**src/rtl/vcap_pkg.sv**
```systemverilog
package vcap_pkg;
  localparam int unsigned BYTE_W    = 8;
  localparam int unsigned FRAME_BIT = 6;
  localparam int unsigned BLANK_BIT = 5;
  localparam int unsigned EOL_BIT   = 4;
  localparam logic [BYTE_W-1:0] PRE_HI = 8'hFF;
  localparam logic [BYTE_W-1:0] PRE_LO = 8'h00;

  typedef enum logic [1:0] {DS_IDLE, DS_HI, DS_LO1, DS_LO2} det_state_e;

  typedef struct packed {
    logic frame;
    logic blank;
    logic eol;
  } status_t;
endpackage

```
**src/rtl/vcap_code_det.sv**
```systemverilog
module vcap_code_det
  import vcap_pkg::*;
(
  input  logic              clk_i,
  input  logic              rst_ni,
  input  logic [BYTE_W-1:0] byte_i,
  input  logic              valid_i,
  output logic              hit_o,
  output status_t           status_o
);
  det_state_e state_q, state_d;

  assign hit_o    = valid_i && (state_q == DS_LO2);
  assign status_o = '{frame: byte_i[FRAME_BIT], blank: byte_i[BLANK_BIT], eol: byte_i[EOL_BIT]};

  always_comb begin
    state_d = state_q;
    if (valid_i) begin
      if (state_q == DS_LO2)                         state_d = DS_IDLE;
      else if (byte_i == PRE_HI)                     state_d = DS_HI;
      else if (byte_i == PRE_LO && state_q == DS_HI)  state_d = DS_LO1;
      else if (byte_i == PRE_LO && state_q == DS_LO1) state_d = DS_LO2;
      else                                           state_d = DS_IDLE;
    end
  end

  always_ff @(posedge clk_i or negedge rst_ni) begin
    if (!rst_ni) state_q <= DS_IDLE;
    else         state_q <= state_d;
  end

  // a status byte always ends the preamble
  AST_CODE_SPACING: assert property (@(posedge clk_i) disable iff (!rst_ni)
    hit_o |=> !hit_o);
endmodule

```
**src/rtl/vcap_select.sv**
```systemverilog
module vcap_select
  import vcap_pkg::*;
(
  input  logic              clk_i,
  input  logic              rst_ni,
  input  logic [BYTE_W-1:0] byte_i,
  input  logic              valid_i,
  input  logic              hit_i,
  input  status_t           status_i,
  output logic              store_o,
  output logic              frame_tgl_o,
  output logic              line_start_o
);
  logic frame_q, active_q;
  logic pix_ok;

  assign pix_ok       = (byte_i != PRE_HI) && (byte_i != PRE_LO);
  assign frame_tgl_o  = hit_i && (status_i.frame != frame_q);
  assign line_start_o = hit_i && !status_i.blank && !status_i.eol;
  assign store_o      = valid_i && (hit_i || (active_q && pix_ok));

  always_ff @(posedge clk_i or negedge rst_ni) begin
    if (!rst_ni) begin
      frame_q  <= 1'b0;
      active_q <= 1'b0;
    end else if (hit_i) begin
      frame_q  <= status_i.frame;
      active_q <= line_start_o;
    end
  end

  AST_ACTIVE_FROM_CODE: assert property (@(posedge clk_i) disable iff (!rst_ni)
    $rose(active_q) |-> $past(hit_i));
endmodule

```
**src/rtl/vcap_addr.sv**
```systemverilog
module vcap_addr #(
  parameter int unsigned ADDR_W = 11
) (
  input  logic              clk_i,
  input  logic              rst_ni,
  input  logic              store_i,
  input  logic              en_i,
  input  logic              restart_i,
  output logic              wr_o,
  output logic [ADDR_W-1:0] addr_o,
  output logic              ovf_o
);
  localparam int unsigned PTR_W = ADDR_W + 1;
  localparam logic [PTR_W-1:0] DEPTH = PTR_W'(1) << ADDR_W;

  logic [PTR_W-1:0] ptr_q;
  logic             ovf_q, set_ovf;

  always_comb begin
    wr_o    = 1'b0;
    addr_o  = ptr_q[ADDR_W-1:0];
    set_ovf = 1'b0;
    if (en_i && store_i && !ovf_q) begin
      if (restart_i) begin
        wr_o   = 1'b1;
        addr_o = '0;
      end else if (ptr_q < DEPTH) begin
        wr_o = 1'b1;
      end else begin
        set_ovf = 1'b1;
      end
    end
  end

  always_ff @(posedge clk_i or negedge rst_ni) begin
    if (!rst_ni) begin
      ptr_q <= '0;
      ovf_q <= 1'b0;
    end else begin
      if (wr_o)    ptr_q <= {1'b0, addr_o} + PTR_W'(1);
      if (set_ovf) ovf_q <= 1'b1;
    end
  end

  assign ovf_o = ovf_q;

  AST_PTR_BOUND: assert property (@(posedge clk_i) disable iff (!rst_ni)
    ptr_q <= DEPTH);
  AST_PTR_FROZEN: assert property (@(posedge clk_i) disable iff (!rst_ni)
    !en_i |=> $stable(ptr_q));
endmodule

```
**src/rtl/vcap_wr_port.sv**
```systemverilog
module vcap_wr_port
  import vcap_pkg::*;
#(
  parameter int unsigned ADDR_W = 11
) (
  input  logic              clk_i,
  input  logic              rst_ni,
  input  logic              wr_i,
  input  logic [ADDR_W-1:0] addr_i,
  input  logic [BYTE_W-1:0] data_i,
  input  logic              frame_i,
  input  logic              line_i,
  output logic [ADDR_W-1:0] addr_o,
  output logic [BYTE_W-1:0] data_o,
  output logic              we_no,
  output logic              frame_o,
  output logic              line_o
);
  always_ff @(posedge clk_i or negedge rst_ni) begin
    if (!rst_ni) begin
      addr_o  <= '0;
      data_o  <= '0;
      we_no   <= 1'b1;
      frame_o <= 1'b0;
      line_o  <= 1'b0;
    end else begin
      we_no   <= !wr_i;
      frame_o <= frame_i;
      line_o  <= line_i;
      if (wr_i) begin
        addr_o <= addr_i;
        data_o <= data_i;
      end
    end
  end

  AST_HOLD_IDLE: assert property (@(posedge clk_i) disable iff (!rst_ni)
    we_no |-> ($stable(addr_o) && $stable(data_o)));
endmodule

```
**src/rtl/vsync_capture.sv**
```systemverilog
module vsync_capture
  import vcap_pkg::*;
#(
  parameter int unsigned ADDR_W = 11
) (
  input  logic              clk_i,
  input  logic              rst_ni,
  input  logic [7:0]        pix_i,
  input  logic              pix_valid_i,
  input  logic              cap_en_i,
  output logic [ADDR_W-1:0] sram_addr_o,
  output logic [7:0]        sram_data_o,
  output logic              sram_we_no,
  output logic              frame_pulse_o,
  output logic              line_pulse_o,
  output logic              overflow_o
);
  logic              hit, store, frame_tgl, line_start, wr;
  logic [ADDR_W-1:0] wr_addr;
  status_t           status;

  vcap_code_det i_det (
    .clk_i, .rst_ni, .byte_i(pix_i), .valid_i(pix_valid_i),
    .hit_o(hit), .status_o(status)
  );

  vcap_select i_sel (
    .clk_i, .rst_ni, .byte_i(pix_i), .valid_i(pix_valid_i),
    .hit_i(hit), .status_i(status), .store_o(store),
    .frame_tgl_o(frame_tgl), .line_start_o(line_start)
  );

  vcap_addr #(.ADDR_W(ADDR_W)) i_addr (
    .clk_i, .rst_ni, .store_i(store), .en_i(cap_en_i), .restart_i(frame_tgl),
    .wr_o(wr), .addr_o(wr_addr), .ovf_o(overflow_o)
  );

  vcap_wr_port #(.ADDR_W(ADDR_W)) i_port (
    .clk_i, .rst_ni, .wr_i(wr), .addr_i(wr_addr), .data_i(pix_i),
    .frame_i(frame_tgl), .line_i(line_start),
    .addr_o(sram_addr_o), .data_o(sram_data_o), .we_no(sram_we_no),
    .frame_o(frame_pulse_o), .line_o(line_pulse_o)
  );

  AST_WRITE_NEEDS_BYTE: assert property (@(posedge clk_i) disable iff (!rst_ni)
    !sram_we_no |-> $past(pix_valid_i && cap_en_i));
  AST_ADDR_STEP: assert property (@(posedge clk_i) disable iff (!rst_ni)
    (!sram_we_no && sram_addr_o != '0) |-> sram_addr_o == ADDR_W'($past(sram_addr_o) + 1'b1));
  AST_FRAME_AT_ZERO: assert property (@(posedge clk_i) disable iff (!rst_ni)
    (frame_pulse_o && !sram_we_no) |-> sram_addr_o == '0);
  AST_NO_OVERFLOW: assert property (@(posedge clk_i) disable iff (!rst_ni)
    overflow_o |=> (overflow_o && sram_we_no));
endmodule

```
**config.mk**
```make
export PLATFORM = sky130hd
export DESIGN_NAME = vsync_capture
export DESIGN_NICKNAME = d
export VERILOG_FILES = /design/src/rtl/vcap_pkg.sv /design/src/rtl/vcap_code_det.sv /design/src/rtl/vcap_select.sv /design/src/rtl/vcap_addr.sv /design/src/rtl/vcap_wr_port.sv /design/src/rtl/vsync_capture.sv
export SDC_FILE = /design/constraint.sdc
export NUM_CORES = 1
export LEC_CHECK = 0
export BUFFER_PORTS_ARGS = -buffer_cell sky130_fd_sc_hd__buf_4
export CAP_MARGIN = 0
export CORE_MARGIN = 2
export CORE_UTILIZATION = 60
export CTS_BUF_LIST = sky130_fd_sc_hd__clkbuf_4 sky130_fd_sc_hd__clkbuf_8
export DETAILED_ROUTE_END_ITERATION = 8
export GPL_ROUTABILITY_DRIVEN = 1
export PLACE_DENSITY_LB_ADDON = 0.08
export SYNTH_ARGS = -nofsm -noshare
export SYNTH_HDL_FRONTEND = slang
export SYNTH_SLANG_ARGS = --single-unit
```
**constraint.sdc**
```tcl
create_clock -name clk_i -period 3.3 [get_ports clk_i]
set_input_delay 0.66 -clock clk_i [delete_from_list [all_inputs] [get_ports clk_i]]
set_output_delay 0.66 -clock clk_i [all_outputs]
set_load 0.01 [all_outputs]
```
==> flow_metrics.py <==
metrics = {
    "logic_synthesis": {
        "ys_dominant_reg_cell": "dfrtp_1",
        "yosysTopAreaCell": "dfrtp_1",
        "syn_nets": 182,
        "yosys.cell_types.count": 34,
        "yosysMostFrequentCell": "dfrtp_1",
        "synth_area_leaders": "dfrtp_1, mux2_2, o21ai_0",
        "avgSynthCellArea_um2": 10.62,
        "ys_ff_latch": 39,
        "yosysWarnings": 0,
        "netlist_top_cells_count": "dfrtp_1, o21ai_0, nand2_1",
        "synthCells": 170,
        "synth_area_um2": 1805,
        "synth-async-reset-ratio_pct": 100.0,
        "ys_seq_area_share_pct": 54.12,
        "yosysTopAreaCellShare_pct": 52.67,
        "synth-edff-count": 0,
    },
    "worst_setup_path": {
        "crit_path_start_kind": "input port",
        "crit_chain": "buf_4 -> nor4_2 -> a21bo_2 -> o31ai_4 -> nand2_1 -> mux2_2",
        "worstPathArrival_ns": 2.51,
        "path_max_fanout": 20,
        "cpMaxStageDelayCell": "nand2_1",
        "critical_path_buf_inv_count": 1,
        "cp.required_ns": 3.54,
        "path_class": "input port to register",
        "critPathCaptureType": "register",
        "critPathTopFamily": "simple AND/OR/NAND/NOR gates",
        "cpPeakStageDelay_ns": 0.55,
    },
    "finish": {
        "n_antenna_cell": 0,
        "seq_area_um2": 977.2,
        "fin_nets": 217,
        "layout.cells.non_filler": 237,
        "drive_above_1_share_pct": 30.58,
        "area_growth_pct": 19.20,
        "multi_input_area_um2": 770.7,
        "num-fill-cells": 201,
        "final_util_pct": 76.72,
    },
    "placed_design": {
        "portBuffers": 34,
        "post-place-cells": 229,
        "hpwl_mm": 2.664,
        "place_congestion": 0.8792,
    },
    "drt": {
        "wl_per_cell_um": 15.69,
        "drt-initial-drc-count": 73,
        "antenna_left": 0,
        "vias_per_cell": 6.122,
        "firstDrtPassIters": 6,
        "drc_errors": 2,
        "routed_wl_mm": 3.718,
        "via_count": 1451,
    },
    "cts": {
        "cts_root_buffer": "clkbuf_4",
        "cts_resized": 0,
        "cts_hold_buf": 0,
        "ctsLongestPathBuffers": 2,
        "post_cts_buffers": 0,
        "cts_sinks": 39,
        "cts.clk_slew.worst_paths_ns": 0.11,
        "h-tree-depth": 2,
        "tritoncts": "done",
        "clock_latency_ns": 0.34,
        "numCtsBuffers": 5,
    },
    "global_route": {
        "grt_start_max_net_pins": 40,
        "antenna_found_initial": 0,
        "grt-ovfl-total": 0,
        "grt_use_total_pct": 24.15,
        "grt_pass1_wl_mm": 6.251,
        "grt_pass1_vias": 1390,
    },
    "sta": {
        "period_share_pct": 68.85,
        "grt_setup_unrepaired": "no",
        "fmax_mhz": 440.1,
        "tightest_slew_ns": 0.6978,
        "hold_viol": 0,
        "holdWs_ns": 0.2641,
        "maxSlewHeadroom_pct": 53.37,
        "setup_tns_ns": 0,
        "finalSetupViolCount": 0,
        "drv_slew": 0,
        "clock-skew-final_ns": 0.006567,
        "period_minus_slack_ns": 2.272,
    },
    "power": {
        "power.density_nw_per_um2": 380.6,
        "peakVddDrop_mv": 0.3399,
        "power_leakage_nw": 1.016,
    },
    "floorplanning": {
        "core_area_um2": 2805,
        "die_w_um": 58.86,
        "die_h_um": 58.86,
        "num_rows": 19,
        "dieArea_um2": 3464,
        "start_util_pct": 64.36,
        "num_io_pins": 35,
    },
    "min_path": {
        "min_path_type": "input port to asynchronous set/reset pin",
    },
    "outcome": {
        "status": "finished, violations left",
        "violations": "DRC",
    },
    "run": {
        "maxCapViolCount": 0,
    },
}
[registers in the layout, summed over array words and instances (netlist names)]
signal / cells
i_port.frame_o: 1
i_port.line_o: 1
i_det.state_q: 2
i_sel.frame_q: 1
i_addr.ptr_q: 12
i_sel.active_q: 1
i_port.data_o: 8
i_addr.ovf_o: 1
i_port.addr_o: 11
i_port.we_no: 1
[routing by layer]
metal / vias to the layer above / track usage (%) / wire length (um)
met5: - / 0 / 0
met4: 0 / 9.091 / 58
met3: 6 / 6.593 / 210
met2: 47 / 41.75 / 1906
met1: 702 / 28.61 / 1543
li1: 696 / - / -
[worst paths after layout]
kind                                    end  cells after the start  slack, ns            from
max                        i_port.data_o[2]                      6       1.03        pix_i[6]
min                        i_port.addr_o[3]                      1       0.26          rst_ni
max reg2reg                i_port.data_o[2]                      5       1.13   i_sel.frame_q
min reg2reg                  i_sel.active_q                      1       0.50  i_sel.active_q
max in group asynchronous      i_port.we_no                      1       2.69          rst_ni
min in group clk_i           i_sel.active_q                      1       0.50  i_sel.active_q
[metrics by stage]
stage	power, mW	setup WS (ns)	instance area [um2]
after floorplan	0.5103	1.212	1805
after global placement	0.5420	0.7299	2079
after detailed placement	0.5440	0.6525	2079
after CTS	0.8200	1.038	2152
after global routing	0.8430	0.8965	2152
final	0.8190	1.028	2152
[cells by family (layout without fill, tap and decap cells)]
| group | after synthesis | count (layout) | share of synthesized area (%) |
|---|---|---|---|
| simple gates | 57 | 57 | 17.74 |
| compound gates | 46 | 46 | 16.49 |
| flops | 39 | 39 | 54.12 |
| buf+inv | 14 | 50 | 3.188 |
| mux | 13 | 13 | 7.970 |
| xor+xnor | 1 | 1 | 0.4852 |
[power by group]
group          leakage (nW)  switching [mW]  internal, mW
sequential            0.537         0.00352         0.483
clock                0.0420           0.151         0.134
combinational         0.437          0.0282        0.0197
[cell usage in the layout, fill, tap and decap left out, types with 4 or more instances in the layout]
master	n
inv_1	6
mux2_2	11
nand3_1	7
dfrtp_1	38
a21oi_1	8
clkbuf_4	6
o31ai_1	7
buf_4	36
o21ai_0	21
nand2_1	16
nor2_1	4
nand4_1	9
[cell type report]
| class | count | area share [%] |
|---|---|---|
| clock buffer | 8 | 3.372 |
| inverter | 6 | 1.047 |
| multi-input combinational | 117 | 35.81 |
| sequential | 39 | 45.41 |
| tap | 31 | 1.802 |
| timing repair buffer | 36 | 12.56 |
[worst register-to-register path: cells and delay by family, from the launching register on]
| family | cells | cell delay, ns |
|---|---|---|
| flops | 1 | 0.40 |
| mux | 1 | 0.42 |
| compound gates | 2 | 0.41 |
| simple gates | 1 | 0.55 |
| xor+xnor | 1 | 0.28 |
Power figures use the tool's default switching activity.
